**src/rtl/rsc_pkg.sv**
```systemverilog
`timescale 1ns/1ps
// Package: shared bit positions, event bundle and sequencer states.
// Assumes: flag positions are fixed because software decodes them.
package rsc_pkg;
    localparam int B_POR   = 0;
    localparam int B_BOR   = 1;
    localparam int B_IDLE  = 2;
    localparam int B_SLEEP = 3;
    localparam int B_WDT   = 4;
    localparam int B_SWR   = 6;
    localparam int B_EXT   = 7;
    localparam int B_ILLOP = 14;
    localparam int B_TRAP  = 15;
    localparam logic [15:0] FLAG_MASK = 16'hC0DF;

    typedef struct packed {
        logic por;
        logic bor;
        logic pin;
        logic swrst;
        logic wdt;
        logic trap;
        logic illop;
        logic sleep;
        logic idle;
    } rst_ev_t;

    typedef enum logic [1:0] {SQ_POR, SQ_PWRT, SQ_RUN} seq_st_t;
endpackage

```
**src/rtl/cause_flags.sv**
```systemverilog
`timescale 1ns/1ps
// Module: cause_flags - packed reset-cause status word.
// Each implemented bit has its own set and clear events. Priority per bit:
// hardware set, then hardware clear, then software write.
// Assumes: event inputs are one-cycle strobes.
module cause_flags
    import rsc_pkg::*;
(
    input  logic        clk,
    input  logic        rst_n,
    input  rst_ev_t     ev,
    input  logic        sw_wr_en,
    input  logic [15:0] sw_wr_data,
    output logic [15:0] status
);
    logic        pwr_ev;
    logic [15:0] hw_set;
    logic [15:0] hw_clr;
    logic [15:0] wr_bits;

    // Power-on or brown-out, the common clearing condition.
    assign pwr_ev  = ev.por | ev.bor;
    // Software data limited to implemented flags.
    assign wr_bits = sw_wr_data & FLAG_MASK;

    // Build per-bit hardware set vector.
    always_comb begin
        hw_set          = '0;
        hw_set[B_POR]   = ev.por;
        hw_set[B_BOR]   = pwr_ev;
        hw_set[B_IDLE]  = ev.idle;
        hw_set[B_SLEEP] = ev.sleep;
        hw_set[B_WDT]   = ev.wdt;
        hw_set[B_SWR]   = ev.swrst;
        hw_set[B_EXT]   = ev.pin;
        hw_set[B_ILLOP] = ev.illop;
        hw_set[B_TRAP]  = ev.trap;
    end

    // Build per-bit hardware clear vector.
    always_comb begin
        hw_clr          = '0;
        hw_clr[B_IDLE]  = pwr_ev;
        hw_clr[B_SLEEP] = pwr_ev;
        hw_clr[B_WDT]   = pwr_ev | ev.sleep | ev.idle;
        hw_clr[B_SWR]   = pwr_ev;
        hw_clr[B_EXT]   = ev.por;
        hw_clr[B_ILLOP] = pwr_ev;
        hw_clr[B_TRAP]  = pwr_ev;
    end

    for (genvar i = 0; i < 16; i++) begin : g_bit
        if (FLAG_MASK[i]) begin : g_flag
            // One flag register with set > clear > software priority.
            always_ff @(posedge clk) begin
                if (!rst_n)          status[i] <= 1'b0;
                else if (hw_set[i])  status[i] <= 1'b1;
                else if (hw_clr[i])  status[i] <= 1'b0;
                else if (sw_wr_en)   status[i] <= wr_bits[i];
            end
        end else begin : g_zero
            // Unimplemented bit: masked data, always zero.
            assign status[i] = wr_bits[i];
        end
    end
endmodule

```
**src/rtl/clk_src_pick.sv**
```systemverilog
`timescale 1ns/1ps
// Module: clk_src_pick - latches the clock-source code at each reset.
// Power-class resets use the configured code. Other resets reuse the
// current code when switching is enabled.
// Assumes: selector inputs are stable at the edge of the reset strobe.
module clk_src_pick #(
    parameter int SELW = 3
) (
    input  logic            clk,
    input  logic            rst_n,
    input  logic            any_rst,
    input  logic            pwr_rst,
    input  logic            switch_en,
    input  logic [SELW-1:0] cfg_sel,
    input  logic [SELW-1:0] cur_sel,
    output logic [SELW-1:0] sel
);
    // Capture the chosen code on every reset strobe.
    always_ff @(posedge clk) begin
        if (!rst_n)
            sel <= '0;
        else if (any_rst)
            sel <= (switch_en && !pwr_rst) ? cur_sel : cfg_sel;
    end
endmodule

```
**src/rtl/reset_sequencer.sv**
```systemverilog
`timescale 1ns/1ps
// Module: reset_sequencer - times system reset release and monitor enable.
// A power-on delay is followed by a power-up timer delay. Any restart
// returns to the start. The monitor enable follows release by MON_DLY.
// Assumes: POR_CYC and PWRT_CYC are at least 1.
module reset_sequencer
    import rsc_pkg::*;
#(
    parameter int POR_CYC  = 16,
    parameter int PWRT_CYC = 64,
    parameter int MON_DLY  = 8
) (
    input  logic clk,
    input  logic rst_n,
    input  logic restart,
    input  logic osc_ready,
    input  logic pll_locked,
    output logic sys_rst,
    output logic run_enable,
    output logic clkmon_en
);
    localparam int CMAX = (POR_CYC > PWRT_CYC) ? POR_CYC : PWRT_CYC;
    localparam int CW   = $clog2(CMAX + 1);
    localparam int MW   = $clog2(MON_DLY + 2);
    localparam logic [CW-1:0] POR_LAST  = CW'(POR_CYC - 1);
    localparam logic [CW-1:0] PWRT_LAST = CW'(PWRT_CYC - 1);
    localparam logic [MW-1:0] MON_END   = MW'(MON_DLY);

    seq_st_t       st;
    logic [CW-1:0] cnt;
    logic [MW-1:0] mon;

    // Two-phase delay state machine with restart.
    always_ff @(posedge clk) begin
        if (!rst_n || restart) begin
            st  <= SQ_POR;
            cnt <= '0;
        end else begin
            case (st)
                SQ_POR: begin
                    if (cnt == POR_LAST) begin
                        st  <= SQ_PWRT;
                        cnt <= '0;
                    end else cnt <= cnt + 1'b1;
                end
                SQ_PWRT: begin
                    if (cnt == PWRT_LAST) begin
                        st  <= SQ_RUN;
                        cnt <= '0;
                    end else cnt <= cnt + 1'b1;
                end
                SQ_RUN:  cnt <= '0;
                default: st  <= SQ_POR;
            endcase
        end
    end

    // Count cycles since release, saturating at MON_DLY.
    always_ff @(posedge clk) begin
        if (!rst_n || restart || st != SQ_RUN) mon <= '0;
        else if (mon != MON_END)               mon <= mon + 1'b1;
    end

    // Output decode.
    assign sys_rst    = (st != SQ_RUN);
    assign run_enable = !sys_rst && osc_ready && pll_locked;
    assign clkmon_en  = (st == SQ_RUN) && (mon == MON_END);
endmodule

```
**src/rtl/reset_status_ctrl.sv**
```systemverilog
`timescale 1ns/1ps
// Module: reset_status_ctrl - top of the reset cause and sequencing block.
// Bundles the strobes and feeds the flag register, clock-source picker
// and release sequencer.
// Assumes: all event inputs are synchronous one-cycle strobes.
module reset_status_ctrl
    import rsc_pkg::*;
#(
    parameter int POR_CYC  = 16,
    parameter int PWRT_CYC = 64,
    parameter int MON_DLY  = 8,
    parameter int SELW     = 3
) (
    input  logic            clk,
    input  logic            rst_n,
    input  logic            ev_por,
    input  logic            ev_bor,
    input  logic            ev_pin,
    input  logic            ev_swrst,
    input  logic            ev_wdt,
    input  logic            ev_trap,
    input  logic            ev_illop,
    input  logic            ev_sleep,
    input  logic            ev_idle,
    input  logic            sw_wr_en,
    input  logic [15:0]     sw_wr_data,
    input  logic            clk_switch_en,
    input  logic [SELW-1:0] cfg_osc_sel,
    input  logic [SELW-1:0] cur_osc_sel,
    input  logic            osc_ready,
    input  logic            pll_locked,
    output logic [15:0]     status,
    output logic [SELW-1:0] clk_src_sel,
    output logic            sys_rst,
    output logic            run_enable,
    output logic            clkmon_en
);
    rst_ev_t ev;
    logic    pwr_rst;
    logic    any_rst;

    // Pack strobes and classify reset kinds.
    always_comb begin
        ev       = '{por: ev_por, bor: ev_bor, pin: ev_pin, swrst: ev_swrst,
                     wdt: ev_wdt, trap: ev_trap, illop: ev_illop,
                     sleep: ev_sleep, idle: ev_idle};
        pwr_rst  = ev_por | ev_bor;
        any_rst  = pwr_rst | ev_pin | ev_swrst | ev_wdt | ev_trap | ev_illop;
    end

    cause_flags u_flags (
        .clk        (clk),
        .rst_n      (rst_n),
        .ev         (ev),
        .sw_wr_en   (sw_wr_en),
        .sw_wr_data (sw_wr_data),
        .status     (status)
    );

    clk_src_pick #(.SELW(SELW)) u_pick (
        .clk       (clk),
        .rst_n     (rst_n),
        .any_rst   (any_rst),
        .pwr_rst   (pwr_rst),
        .switch_en (clk_switch_en),
        .cfg_sel   (cfg_osc_sel),
        .cur_sel   (cur_osc_sel),
        .sel       (clk_src_sel)
    );

    reset_sequencer #(
        .POR_CYC  (POR_CYC),
        .PWRT_CYC (PWRT_CYC),
        .MON_DLY  (MON_DLY)
    ) u_seq (
        .clk        (clk),
        .rst_n      (rst_n),
        .restart    (any_rst),
        .osc_ready  (osc_ready),
        .pll_locked (pll_locked),
        .sys_rst    (sys_rst),
        .run_enable (run_enable),
        .clkmon_en  (clkmon_en)
    );
endmodule

```
**config.mk**
```make
export PLATFORM = sky130hd
export DESIGN_NAME = reset_status_ctrl
export DESIGN_NICKNAME = d
export VERILOG_FILES = /design/src/rtl/rsc_pkg.sv /design/src/rtl/cause_flags.sv /design/src/rtl/clk_src_pick.sv /design/src/rtl/reset_sequencer.sv /design/src/rtl/reset_status_ctrl.sv
export SDC_FILE = /design/constraint.sdc
export NUM_CORES = 1
export LEC_CHECK = 0
export ABC_AREA = 1
export BUFFER_PORTS_ARGS = -buffer_cell sky130_fd_sc_hd__buf_2
export CAP_MARGIN = 40
export CORE_MARGIN = 2
export CORE_UTILIZATION = 23
export DETAILED_ROUTE_END_ITERATION = 8
export SLEW_MARGIN = 10
export SYNTH_ARGS = -nofsm -noshare
export SYNTH_HDL_FRONTEND = slang
export SYNTH_SLANG_ARGS = --single-unit
```
**constraint.sdc**
```tcl
create_clock -name clk -period 4 [get_ports clk]
set_input_delay 0.6 -clock clk [delete_from_list [all_inputs] [get_ports clk]]
set_output_delay 0.6 -clock clk [all_outputs]
set_load 0.02 [all_outputs]
```
# Yosys cells after proc, flatten, opt, wreduce, memory -nomap -nowiden
# Index checks and enable logic that the tools add are counted.
[classes]
n_eq_ne = 9
n_mux = 32
addsub = 2
bitwise = 9
n_reduce_logical = 21
[op_table]
columns = ["operator", "count"]
rows = [
  ["$mux W1", 25],
  ["$reduce_bool A3 Y1", 8],
  ["$pmux W7 S3", 1],
  ["$mux W7", 2],
  ["$or A1 B1 Y1", 8],
  ["$add A7 B1 Y7 const B", 1],
  ["$eq A7 B4 Y1 const B", 1],
  ["$eq A7 B6 Y1 const B", 1],
  ["$pmux W2 S3", 1],
  ["$add A4 B1 Y4 const B", 1],
  ["$eq A4 B4 Y1 const B", 1],
  ["$logic_and A1 B1 Y1", 4],
  ["$mux W2", 2],
  ["$ne A2 B1 Y1 const B", 2],
  ["$ne A4 B4 Y1 const B", 1],
  ["$reduce_bool A2 Y1", 2],
  ["$logic_not A1 Y1", 3],
  ["$mux W3", 1],
  ["$reduce_and A3 Y1", 1],
  ["$eq A2 B1 Y1 const B", 1],
  ["$eq A2 B2 Y1 const B", 1],
  ["$logic_not A2 Y1", 1],
  ["$logic_or A1 B1 Y1", 2],
  ["$ne A2 B2 Y1 const B", 1],
  ["$not A1 Y1", 1],
]
[word_totals]
output_inout_bits = 22
in_bits = 37
word_cells = 86
register_bits = 25

# Logic depth before layout (Yosys ltp)
[depth]
depth_word = 8
ltp_mapped = 9
mapped_depth_nobuf = 9

# Cells and area by module
# A second synthesis with hierarchy kept.
[unflattened]
cells_unflattened = 229
hier_area_um2 = 1506.4
[modules_own_cells]
columns = ["mod", "area_per_inst_um2", "seq_area_each_um2", "cells_per_inst", "instances"]
rows = [
  ["reset_sequencer", 800.8, 260.2, 113, 1],
  ["cause_flags", 498.0, 180.2, 77, 1],
  ["clk_src_pick", 160.2, 60.1, 27, 1],
  ["reset_status_ctrl", 47.5, 0.0, 12, 1],
]

# Worst setup path after synthesis
# OpenSTA, ideal clock, no wires.
[synth_path]
kind = "reg-to-output"
from = "register u_seq.st[0]"
to = "output clkmon_en"
path_slack_ns = 2.369
path_stages_with_launch = 5
t_required_ns = 3.400
n_path_buf = 0
arrival_ns = 1.031
path_cell_list = "dfxtp_1 > inv_1 > ha_1 > inv_1 > nor2_1"
[synth_between]
elab_chain_cells = 2
[synth_lines]
columns = ["item", "line_no", "rtl"]
rows = [
  ["from (decl)", "reset_sequencer.sv:29", "seq_st_t st;"],
  ["from (signal assigned)", "reset_sequencer.sv:36", "st <= SQ_POR;"],
  ["from (signal assigned)", "reset_sequencer.sv:42", "st <= SQ_PWRT;"],
  ["from (signal assigned)", "reset_sequencer.sv:48", "st <= SQ_RUN;"],
  ["$eq A2 B2 Y1", "reset_sequencer.sv:67", "assign clkmon_en = (st == SQ_RUN) && (mon == MON_END);"],
  ["$logic_and A1 B1 Y1", "reset_sequencer.sv:67", ""],
  ["to (decl)", "reset_status_ctrl.sv:36", "output logic clkmon_en"],
]
# Every way passes these cells.

# Worst setup path in the final report
[layout_path]
from = "register u_seq.mon[0]"
to = "output clkmon_en"
[layout_between]
elab_chain_cells = 2
[layout_lines]
columns = ["item", "line_no", "rtl"]
rows = [
  ["from (decl)", "reset_sequencer.sv:31", "logic [MW-1:0] mon;"],
  ["from (signal assigned)", "reset_sequencer.sv:61", "else if (mon != MON_END) mon <= mon + 1'b1;"],
  ["$eq A4 B4 Y1", "reset_sequencer.sv:67", ""],
  ["$logic_and A1 B1 Y1", "reset_sequencer.sv:67", ""],
]
# Every way passes these cells.

==> metrics.txt <==
status finished clean; Sw Share around 27%; reg2reg start u_seq.cnt[0]$_SDFFE_PP0P_; WL met3 approximately 190 microns; Hold Buf Count CTS 0; Initial Util a little under a quarter; post-CTS setup buffers 0; 1st-iter DRT viols 22; final number of setup-violating endpoints 0; Max Freq 522.3 MHz; Final Skew ~7 ps; final core occ approximately 29%; ratio of cells with drive above 1 in the final layout 21.40%; Synth cell types 21; Register-to-Register Path Depth 8; commonest non-fill, non-tap cell in the layout buf_2; chip width 81.29 microns; Num CTS Buffers 3; r2r setup slk between 2000 and 3000 ps; # IOs ~60; root buf cell clkbuf_8; clock latency on the worst-skew pair roughly 270 ps; Seq pwr share approximately 54%; chip height approximately 81 microns; setup total negative slack 0 ps; Placer Congestion roughly 0.77; nature of the critical path endpoint output pin; Synth Warn # 0; PwrDens between 200 and 300 nW/um^2; CP arrival 1310 ps; final wirelength just under 3000 microns; total gr overflow 0; clock tree buffer depth 2; P_sw 0.1292 mW; Tcrit/Tclk final 47.87%; post-DP HPWL 2291 microns; synthesized cell area 1374 sq um; max-slew violation count 0; Remaining DRCs 0; Clock power frac between 30% and 40%; worst path required time roughly 3400 ps; first-pass GRT wire length 4795 microns; Hold Path Stages 2; combinational power share a little over an eighth; leakage power 0.8068 nW; most frequent cells in the layout buf_2 (44), nand2_1 (33), inv_1 (27), nor2_1 (27), a21oi_1 (27); CTS Sinks 25; sequential fraction of the synthesis area a little over a third; Resized cells post-CTS 0; DR vias/cell around 4.1; initial antenna violation count 0; First-pass DRT Iterations 4; Area growth, synth to finish 23.31%; Post-Synthesis Cells 199; clock-pin slew on the worst setup and hold paths 90 ps; Met2 Wirelength about 1300 microns; CP Class reg -> out; core box area between 5000 and 6000 sq um; Final Critical Period 1915 ps; die footprint 6607 sq um; Fin. Hold Viols 0; Avg Cell Area, Syn 6.904 sq um; synthesized flop and latch total 25; drt wl/cell 9.280 microns; Rows 28; HP Class reg -> reg; hold path endpoint u_flags.status[0]$_SDFFE_PN0P_; unrepaired setup endpoints after global routing false; GRT Total Usage about 9%; max cap viols 0; antenna cells 0; Critical R2R Capture u_seq.cnt[6]$_SDFFE_PP0P_; type of origin of the critical path flip-flop; Top Metal Used met3; wire length on met1 approximately 1400 microns; Worst Hold Launch u_flags.status[0]$_SDFFE_PN0P_; largest net degree at the start of global routing 16; Cell Int Power between 0.3 and 0.4 mW; Final ANT Viol Nets 0; CTS tree yes; H-Tree Depth 1; vias after detailed routing around 1300; Peak VDD IR 0.2024 mV; nets ~290; vias in the first global route around 1100; CP Max Fanout 4; port buffer count between 40 and 50
stage by stage:
step / instances / power [mW] / setup WS [ps] / hold slack (ps) / cell area [sq um]
finish: 318 / 0.4806 / 2085 / 474.0 / 1694
global route: 318 / 0.5083 / 1978 / 489.4 / 1694
CTS: 318 / 0.4913 / 2066 / 475.9 / 1694
detailed placement: 314 / 0.3312 / 2220 / 460.3 / 1645
global placement: 314 / 0.3308 / 2232 / 455.6 / 1645
floorplan: 205 / 0.3093 / 2369 / 460.4 / 1396
logic make-up (layout without fill, tap and decap cells):
| kind of cell | count (synthesis) | in the layout | synth area share [%] |
|---|---|---|---|
| other | 1 | 7 | 0.2730 |
| DFF | 25 | 25 | 36.43 |
| xor gates and xnor gates | 1 | 1 | 0.6376 |
| adders and majority gates | 8 | 8 | 7.286 |
| buffers and inverters | 38 | 76 | 12.39 |
| and+or+nand+nor | 85 | 85 | 28.05 |
| AOI/OAI and AO/OA | 41 | 41 | 14.94 |
layer usage:
layer	vias up	global-route usage, %
met2	43	15.98
met5	-	0
met3	0	2.444
li1	713	-
met1	563	10.88
met4	0	1.525
cell type report:
class                   instances  area [sq um]
well taps                      75         93.84
multi-input cells             142         725.7
inverters                      28         105.1
flip-flops and latches         25         500.5
clock buffers                   3         41.29
fillers                       671          4156
clock inverters                 1         7.507
repair buffers                 44         220.2
state kept, by name (all words and copies together) (netlist names):
signal	cells
u_flags.status	9
u_pick.sel	3
u_seq.st	2
u_seq.cnt	7
u_seq.mon	4
cell usage after synthesis, drive strengths merged:
| cell | n | area, sq um |
|---|---|---|
| a21oi | 27 | 135.1 |
| o21ai | 14 | 70.07 |
| nor3 | 4 | 31.28 |
| or2 | 1 | 6.260 |
| nor2 | 28 | 112.6 |
| nand4 | 2 | 12.51 |
| buf | 8 | 57.55 |
| clkbuf | 2 | 7.510 |
| inv | 27 | 101.4 |
| clkinv | 1 | 3.750 |
| and3 | 1 | 6.260 |
| conb | 1 | 3.750 |
| xor2 | 1 | 8.760 |
| nand3 | 16 | 92.59 |
| nand2 | 33 | 123.9 |
| dfxtp | 25 | 500.5 |
| ha | 8 | 100.1 |
how the worst max path moves through the flow:
stage / start / end / cells past startpoint
after floorplan: u_seq.st[0]$_SDFFE_PP0P_ / clkmon_en / 4
after global placement: ev_bor / u_pick.sel[1]$_SDFFE_PN0P_ / 7
after detailed placement: ev_bor / u_seq.mon[3]$_SDFFE_PP0P_ / 6
after CTS: u_seq.mon[0]$_SDFFE_PP0P_ / clkmon_en / 5
after global routing: u_seq.mon[0]$_SDFFE_PP0P_ / clkmon_en / 5
final: u_seq.mon[0]$_SDFFE_PP0P_ / clkmon_en / 5
critical path, cell delays in order, from the launching register on:
cell and delay (ps):
dfxtp_1 390, inv_1 70, ha_1 220, nand3_1 150
nor2_1 50, buf_2 150
power groups by stage:
stage          Clock (mW)  Combinational (mW)  Sequential [mW]
3_3_place_gp            0              0.0646            0.266
2_1_floorplan           0              0.0331            0.276
5_1_grt             0.174              0.0726            0.261
4_1_cts             0.166              0.0651            0.260
6_report            0.156              0.0645            0.261
3_5_place_dp            0              0.0649            0.266
Power figures use the tool's default switching activity.
